[src/rtl/intc_pkg.sv]
package intc_pkg;

    localparam int unsigned OFS_PEND     = 'h00;
    localparam int unsigned OFS_MASK     = 'h04;
    localparam int unsigned OFS_CODE_IRQ = 'h10;
    localparam int unsigned OFS_CODE_FIQ = 'h14;
    localparam int unsigned OFS_CTRL     = 'h18;
    localparam int unsigned OFS_CFG_BASE = 'h1C;
    localparam int unsigned OFS_SWSET    = 'h9C;

    localparam int unsigned CLS_IRQ = 0;
    localparam int unsigned CLS_FIQ = 1;
    localparam int unsigned N_CLS   = 2;

    typedef enum logic [2:0] {
        SEL_NONE,
        SEL_PEND,
        SEL_MASK,
        SEL_CODE_IRQ,
        SEL_CODE_FIQ,
        SEL_CTRL,
        SEL_CFG,
        SEL_SWSET
    } reg_sel_e;

endpackage

[src/rtl/intc_prio_pick.sv]
module intc_prio_pick #(
    parameter int unsigned N_LINES = 32,
    parameter int unsigned PRIO_W  = 5,
    localparam int unsigned ID_W   = $clog2(N_LINES)
) (
    input  logic [N_LINES-1:0]             cand,
    input  logic [N_LINES-1:0][PRIO_W-1:0] prio,
    output logic                           any,
    output logic [ID_W-1:0]                win
);

    logic [PRIO_W-1:0] best;

    // lowest value wins; "<=" lets a later (higher) line take a tie
    always_comb begin
        best = '1;
        win  = '0;
        for (int i = 0; i < int'(N_LINES); i++) begin
            if (cand[i] && (prio[i] <= best)) begin
                best = prio[i];
                win  = ID_W'(i);
            end
        end
        any = |cand;
    end

endmodule

[src/rtl/intc_pend_ctl.sv]
module intc_pend_ctl #(
    parameter int unsigned N_LINES = 32
) (
    input  logic               clk,
    input  logic               rst_n,
    input  logic [N_LINES-1:0] act,
    input  logic [N_LINES-1:0] act_prev,
    input  logic [N_LINES-1:0] lvl,
    input  logic [N_LINES-1:0] pend_q,
    input  logic [N_LINES-1:0] keep,
    input  logic [N_LINES-1:0] rd_clr,
    input  logic [N_LINES-1:0] sw_set,
    output logic [N_LINES-1:0] pend_d
);

    for (genvar i = 0; i < N_LINES; i++) begin : g_line
        always_comb begin
            if (lvl[i]) begin
                // level: held while low, dropped on release, kept otherwise
                pend_d[i] = act[i] | sw_set[i] | (pend_q[i] & keep[i] & ~act_prev[i]);
            end else begin
                // edge: set on new activation, cleared by write or code read
                pend_d[i] = (pend_q[i] & keep[i] & ~rd_clr[i])
                          | (act[i] & ~act_prev[i])
                          | (sw_set[i] & ~act[i]);
            end
        end

        a_r4_level_held: assert property (@(posedge clk) disable iff (!rst_n)
            (lvl[i] && act[i]) |=> pend_q[i]);

        a_r4_level_release: assert property (@(posedge clk) disable iff (!rst_n)
            (lvl[i] && act_prev[i] && !act[i] && !sw_set[i]) |=> !pend_q[i]);
    end

endmodule

[src/rtl/lineprio_intc.sv]
module lineprio_intc #(
    parameter int unsigned N_LINES = 32,
    parameter int unsigned PRIO_W  = 5,
    parameter int unsigned ADDR_W  = 8,
    parameter int unsigned DATA_W  = 32
) (
    input  logic               clk,
    input  logic               rst_n,
    input  logic [N_LINES-1:0] line_n,
    input  logic               bus_req,
    input  logic               bus_we,
    input  logic [ADDR_W-1:0]  bus_addr,
    input  logic [DATA_W-1:0]  bus_wdata,
    output logic [DATA_W-1:0]  bus_rdata,
    output logic               irq_o,
    output logic               fiq_o
);
    import intc_pkg::*;

    localparam int unsigned ID_W     = $clog2(N_LINES);
    localparam int unsigned CFG_LAST = OFS_CFG_BASE + 4 * (N_LINES - 1);

    typedef struct packed {
        logic [N_LINES-1:0]             pend;
        logic [N_LINES-1:0]             mask;
        logic [N_LINES-1:0]             lvl;
        logic [N_LINES-1:0]             to_fiq;
        logic [N_LINES-1:0]             act_prev;
        logic [N_LINES-1:0][PRIO_W-1:0] prio;
        logic [N_CLS-1:0]               armed;
        logic [N_CLS-1:0]               out;
        logic [N_CLS-1:0][ID_W-1:0]     code;
    } state_t;

    state_t state_d, state_q;

    logic [N_LINES-1:0] act;
    reg_sel_e           sel;
    logic [ID_W-1:0]    cfg_idx;
    logic               wr, rd;
    logic [N_LINES-1:0] keep, rd_clr, sw_set, pend_nxt;
    logic [DATA_W-1:0]  low_bit;
    logic [N_CLS-1:0][N_LINES-1:0] cand;
    logic [N_CLS-1:0]              any_w;
    logic [N_CLS-1:0][ID_W-1:0]    win_w;
    logic [N_CLS-1:0]              rearm;

    assign act = ~line_n;
    assign wr  = bus_req & bus_we;
    assign rd  = bus_req & ~bus_we;

    // address decode
    always_comb begin
        sel     = SEL_NONE;
        cfg_idx = ID_W'((bus_addr - ADDR_W'(OFS_CFG_BASE)) >> 2);
        if      (bus_addr == ADDR_W'(OFS_PEND))     sel = SEL_PEND;
        else if (bus_addr == ADDR_W'(OFS_MASK))     sel = SEL_MASK;
        else if (bus_addr == ADDR_W'(OFS_CODE_IRQ)) sel = SEL_CODE_IRQ;
        else if (bus_addr == ADDR_W'(OFS_CODE_FIQ)) sel = SEL_CODE_FIQ;
        else if (bus_addr == ADDR_W'(OFS_CTRL))     sel = SEL_CTRL;
        else if (bus_addr == ADDR_W'(OFS_SWSET))    sel = SEL_SWSET;
        else if (bus_addr >= ADDR_W'(OFS_CFG_BASE) && bus_addr <= ADDR_W'(CFG_LAST)
                 && bus_addr[1:0] == 2'b00)          sel = SEL_CFG;
    end

    // candidate sets and priority search per request class
    for (genvar c = 0; c < N_CLS; c++) begin : g_cls
        assign cand[c]  = state_q.pend & ~state_q.mask
                        & ((c == CLS_FIQ) ? state_q.to_fiq : ~state_q.to_fiq);
        assign rearm[c] = wr && (sel == SEL_CTRL) && bus_wdata[c];

        intc_prio_pick #(.N_LINES(N_LINES), .PRIO_W(PRIO_W)) i_pick (
            .cand (cand[c]),
            .prio (state_q.prio),
            .any  (any_w[c]),
            .win  (win_w[c])
        );
    end

    // pending-bit modifiers
    assign low_bit = bus_wdata & (~bus_wdata + 1'b1);

    always_comb begin
        keep   = (wr && sel == SEL_PEND) ? bus_wdata[N_LINES-1:0] : '1;
        sw_set = (wr && sel == SEL_SWSET) ? low_bit[N_LINES-1:0] : '0;
        rd_clr = '0;
        if (rd && sel == SEL_CODE_IRQ)
            rd_clr[state_q.code[CLS_IRQ]] = ~state_q.lvl[state_q.code[CLS_IRQ]];
        if (rd && sel == SEL_CODE_FIQ)
            rd_clr[state_q.code[CLS_FIQ]] = ~state_q.lvl[state_q.code[CLS_FIQ]];
    end

    intc_pend_ctl #(.N_LINES(N_LINES)) i_pend (
        .clk      (clk),
        .rst_n    (rst_n),
        .act      (act),
        .act_prev (state_q.act_prev),
        .lvl      (state_q.lvl),
        .pend_q   (state_q.pend),
        .keep     (keep),
        .rd_clr   (rd_clr),
        .sw_set   (sw_set),
        .pend_d   (pend_nxt)
    );

    // next-state
    always_comb begin
        state_d          = state_q;
        state_d.act_prev = act;
        state_d.pend     = pend_nxt;

        if (wr && sel == SEL_MASK)
            state_d.mask = bus_wdata[N_LINES-1:0];

        if (wr && sel == SEL_CFG) begin
            state_d.prio[cfg_idx]   = bus_wdata[PRIO_W+1:2];
            state_d.lvl[cfg_idx]    = bus_wdata[1];
            state_d.to_fiq[cfg_idx] = bus_wdata[0];
        end

        for (int c = 0; c < int'(N_CLS); c++) begin
            if ((state_q.armed[c] || rearm[c]) && any_w[c]) begin
                state_d.armed[c] = 1'b0;
                state_d.out[c]   = 1'b1;
                state_d.code[c]  = win_w[c];
            end else begin
                state_d.armed[c] = state_q.armed[c] | rearm[c];
                state_d.out[c]   = state_q.out[c] & ~rearm[c];
            end
        end
    end

    always_ff @(posedge clk) begin
        if (!rst_n) begin
            state_q          <= '0;
            state_q.mask     <= '1;
            state_q.armed    <= '1;
        end else begin
            state_q <= state_d;
        end
    end

    // read mux
    always_comb begin
        bus_rdata = '0;
        unique case (sel)
            SEL_PEND:     bus_rdata[N_LINES-1:0] = state_q.pend;
            SEL_MASK:     bus_rdata[N_LINES-1:0] = state_q.mask;
            SEL_CODE_IRQ: bus_rdata[ID_W-1:0]    = state_q.code[CLS_IRQ];
            SEL_CODE_FIQ: bus_rdata[ID_W-1:0]    = state_q.code[CLS_FIQ];
            SEL_CFG: begin
                bus_rdata[PRIO_W+1:2] = state_q.prio[cfg_idx];
                bus_rdata[1]          = state_q.lvl[cfg_idx];
                bus_rdata[0]          = state_q.to_fiq[cfg_idx];
            end
            default:      bus_rdata = '0;
        endcase
    end

    assign irq_o = state_q.out[CLS_IRQ];
    assign fiq_o = state_q.out[CLS_FIQ];

    a_r7_fire_irq: assert property (@(posedge clk) disable iff (!rst_n)
        (state_q.armed[CLS_IRQ] && any_w[CLS_IRQ]) |=> irq_o);

    a_r7_hold_irq: assert property (@(posedge clk) disable iff (!rst_n)
        (irq_o && !rearm[CLS_IRQ]) |=> (irq_o && $stable(state_q.code[CLS_IRQ])));

    a_r7_hold_fiq: assert property (@(posedge clk) disable iff (!rst_n)
        (fiq_o && !rearm[CLS_FIQ]) |=> (fiq_o && $stable(state_q.code[CLS_FIQ])));

    a_r6_rose_qualified: assert property (@(posedge clk) disable iff (!rst_n)
        $rose(irq_o) |-> $past(any_w[CLS_IRQ]));

    a_r10_drop_irq: assert property (@(posedge clk) disable iff (!rst_n)
        (rearm[CLS_IRQ] && !any_w[CLS_IRQ]) |=> !irq_o);

    a_r11_single_line: assert property (@(posedge clk) disable iff (!rst_n)
        $onehot0(sw_set));

endmodule

[config.mk]
export PLATFORM = sky130hd
export DESIGN_NAME = lineprio_intc
export DESIGN_NICKNAME = d
export VERILOG_FILES = /design/src/rtl/intc_pkg.sv /design/src/rtl/intc_prio_pick.sv /design/src/rtl/intc_pend_ctl.sv /design/src/rtl/lineprio_intc.sv
export SDC_FILE = /design/constraint.sdc
export NUM_CORES = 2
export LEC_CHECK = 0
export ABC_AREA = 1
export ABC_CLOCK_PERIOD_IN_PS = 68300
export BUFFER_PORTS_ARGS = -buffer_cell sky130_fd_sc_hd__clkbuf_2
export CORE_MARGIN = 1.5
export CORE_UTILIZATION = 30
export DETAILED_ROUTE_END_ITERATION = 8
export GPL_TIMING_DRIVEN = 0
export PLACE_DENSITY = 0.51
export SLEW_MARGIN = 20
export SYNTH_ARGS = -nofsm -noshare
export SYNTH_HDL_FRONTEND = slang
export SYNTH_SLANG_ARGS = --single-unit
[constraint.sdc]
create_clock -name clk -period 68.3 [get_ports clk]
set_clock_uncertainty 0.15 [all_clocks]
set_input_delay 6.83 -clock clk [delete_from_list [all_inputs] [get_ports clk]]
set_output_delay 6.83 -clock clk [all_outputs]
set_load 0.02 [all_outputs]
==> flow_summary.ini <==
[global_routing]
grt_pass1_vias = 31062
antenna_found_initial = 6
overflow = 0
grt_pass1_wl_mm = 220
grt_util_all_layers = 0.295
grt_max_degree = 12

[pwr]
p_comb_frac = 0.198
cellLeakagePower_nw = 15.7
swShare = 0.332
finalPower_w = 0.000560
powerDensity_nw_per_um2 = 16.6
p_int_w = 0.000374
power_switching_w = 0.000186
vdd_drop_max_mv = 0.0205
seqPwrFrac = 0.362
p_clk_frac = 0.440

[setup_path]
crit_required_ns = 68.64
critPathSlowestCell = o21ai_0
startpoint_type = flop
r2r_slack_ns = 19.65
end_kind = flop
arrival_ns = 48.99
path_max_fanout = 10
reg2reg_depth = 335
crit_type = reg2reg
crit_top_cell = nand2_1
slowest_delay_ns = 0.41

[timing]
worstMarginPinSlew_ns = 1.29
hold_viol = 0
setup_viol = 0
period_minus_slack_ns = 48.65
fmax_mhz = 20.6
max_slew_margin = 0.139
fin_crit_sh = 0.712
postLayoutSetupSlackWorst_ns = 19.65
worst_hold_slack_ns = 0.340
slew_viol_final = 0
setup_tns_ns = 0
rsz0062_at_grt = no

[synthesis]
yosysTopAreaCellShare = 0.224
synth-async-reset-ratio = 0
syn_avg_cell_area_um2 = 6.43
mappedNetlistNets = 4970
synthTopCellsByArea = dfxtp_1, nand2_1, ha_1
ys_seq_area_frac = 0.224
synth_cell_types = 67
synth_area_um2 = 29900
yosys.area.top_type = dfxtp_1
synth.ff_latch_count = 334
yosys_warnings = 0
synth_edf_count = 0
synthCells = 4641
synth_flop_cell = dfxtp_1

[place]
dp_hpwl_mm = 123
gp_congestion = 1.02
io_buffer_count = 108
post-place-ws_ns = 19.65
place_area_um2 = 32200

[cts]
clk-insertion-delay-late_ns = 0.60
numCtsBuffers = 42
cts_sinks = 334
post_cts_resized = 0
clk_path_buf_depth = 3
cts_tree = done
postCtsSetupBuffers = 0
cts_hold_buf = 0
h-tree-depth = 2
clk_root_buffer_cell = clkbuf_16
clk_pin_slew_ns = 0.06

[drt]
drtIter0Drc = 4479
num_vias = 34561
drt-total-wl_mm = 155
wl_per_cell_um = 25.3
final_antenna_net_count = 0
vias_per_cell = 5.64
drc = 0
drt-pass1-iter-count = 8

[cells_and_area]
nets = 5134
area_growth_pct = 12.9
fill_cells = 10965
drive_gt1_frac = 0.100
most-common-layout-cells = nand2_1, o21ai_0, inv_1
final_area_um2 = 33700
final_common_cell = nand2_1

[min_path]
hp-class = reg2reg
min_path_cells = 2

[flow_run]
cap_violations = 0

[floorplanning]
rows = 115
die-width_um = 318
core_area_um2 = 98600
die_h_um = 318
io_pins = 110
die_area_um2 = 101000
start_util = 0.303

[status]
status = completed
==> logic make-up after synthesis <==
logic type | after synthesis | synth area share
AND/OR/NAND/NOR | 1897 | 0.291
buffers and inverters | 828 | 0.132
flip-flops | 334 | 0.224
AO/OA/AOI/OAI | 1327 | 0.246
adder cells (fa/ha/maj) | 253 | 0.106
XOR/XNOR | 2 | 0.000587
==> cell usage after synthesis (49+ instances only) <==
| cell type | number |
|---|---|
| nand2_1 | 859 |
| o21ai_0 | 619 |
| inv_1 | 582 |
| a21oi_1 | 432 |
| nand3_1 | 373 |
| dfxtp_1 | 334 |
| ha_1 | 253 |
| nor2_1 | 215 |
| nand4_1 | 141 |
| clkbuf_1 | 139 |
| nand2_2 | 131 |
| nor3_1 | 94 |
| o22ai_1 | 53 |
| a221oi_1 | 49 |
==> power groups by stage <==
stage | Sequential [W] | Combinational (W) | Clock (W)
after CTS | 0.000202 | 0.000107 | 0.000245
final | 0.000202 | 0.000111 | 0.000246
after global routing | 0.000203 | 0.000118 | 0.000253
after floorplan | 0.000205 | 0.0000588 | 0
after detailed placement | 0.000206 | 0.000106 | 0
after global placement | 0.000207 | 0.000105 | 0
==> worst max-delay path: cells and delay by family (launching register included) <==
kind                     cells  cell delay, ns
flip-flops                   1            0.36
AO/OA/AOI/OAI               68           16.32
buffers and inverters       81            8.39
adder cells (fa/ha/maj)     31            9.39
AND/OR/NAND/NOR            155           13.79
==> metrics by stage <==
step	cells	utilization
final	6128	0.342
after global routing	6125	0.342
after CTS	6125	0.342
after detailed placement	6048	0.327
after global placement	6036	0.325
after floorplan	4641	-
==> per-layer routing <==
layer | track usage | up-vias | share of wire
met5 | 0 | - | 0.00030
met4 | 0.113 | 6 | 0.044
met3 | 0.0667 | 273 | 0.10
met2 | 0.431 | 1755 | 0.41
met1 | 0.417 | 16174 | 0.44
li1 | - | 16353 | -
==> registers in the layout (all words and copies together) (netlist names) <==
register	count
state_q	332
fiq_o	1
irq_o	1
==> cell type report <==
class / instances / area, um2 / share of cell area
plain buffers: 230 / 1680 / 0.0498
multi-input cells: 3479 / 19300 / 0.573
well taps: 1287 / 1610 / 0.0477
clock buffers: 65 / 1300 / 0.0385
repair buffers: 120 / 654 / 0.0194
diodes: 3 / 7.51 / 0.000223
inverters: 598 / 2270 / 0.0674
flip-flops and latches: 334 / 6690 / 0.198
clock inverters: 12 / 183 / 0.00542
==> worst paths after layout <==
| path | to | start |
|---|---|---|
| hold reg to reg | state_q[227] | state_q[227] |
| setup reg to reg | state_q[4] | state_q[206] |
| hold / removal | state_q[227] | state_q[227] |
| setup / recovery | state_q[4] | state_q[206] |
Note: power is estimated with default switching activity, not from simulation.
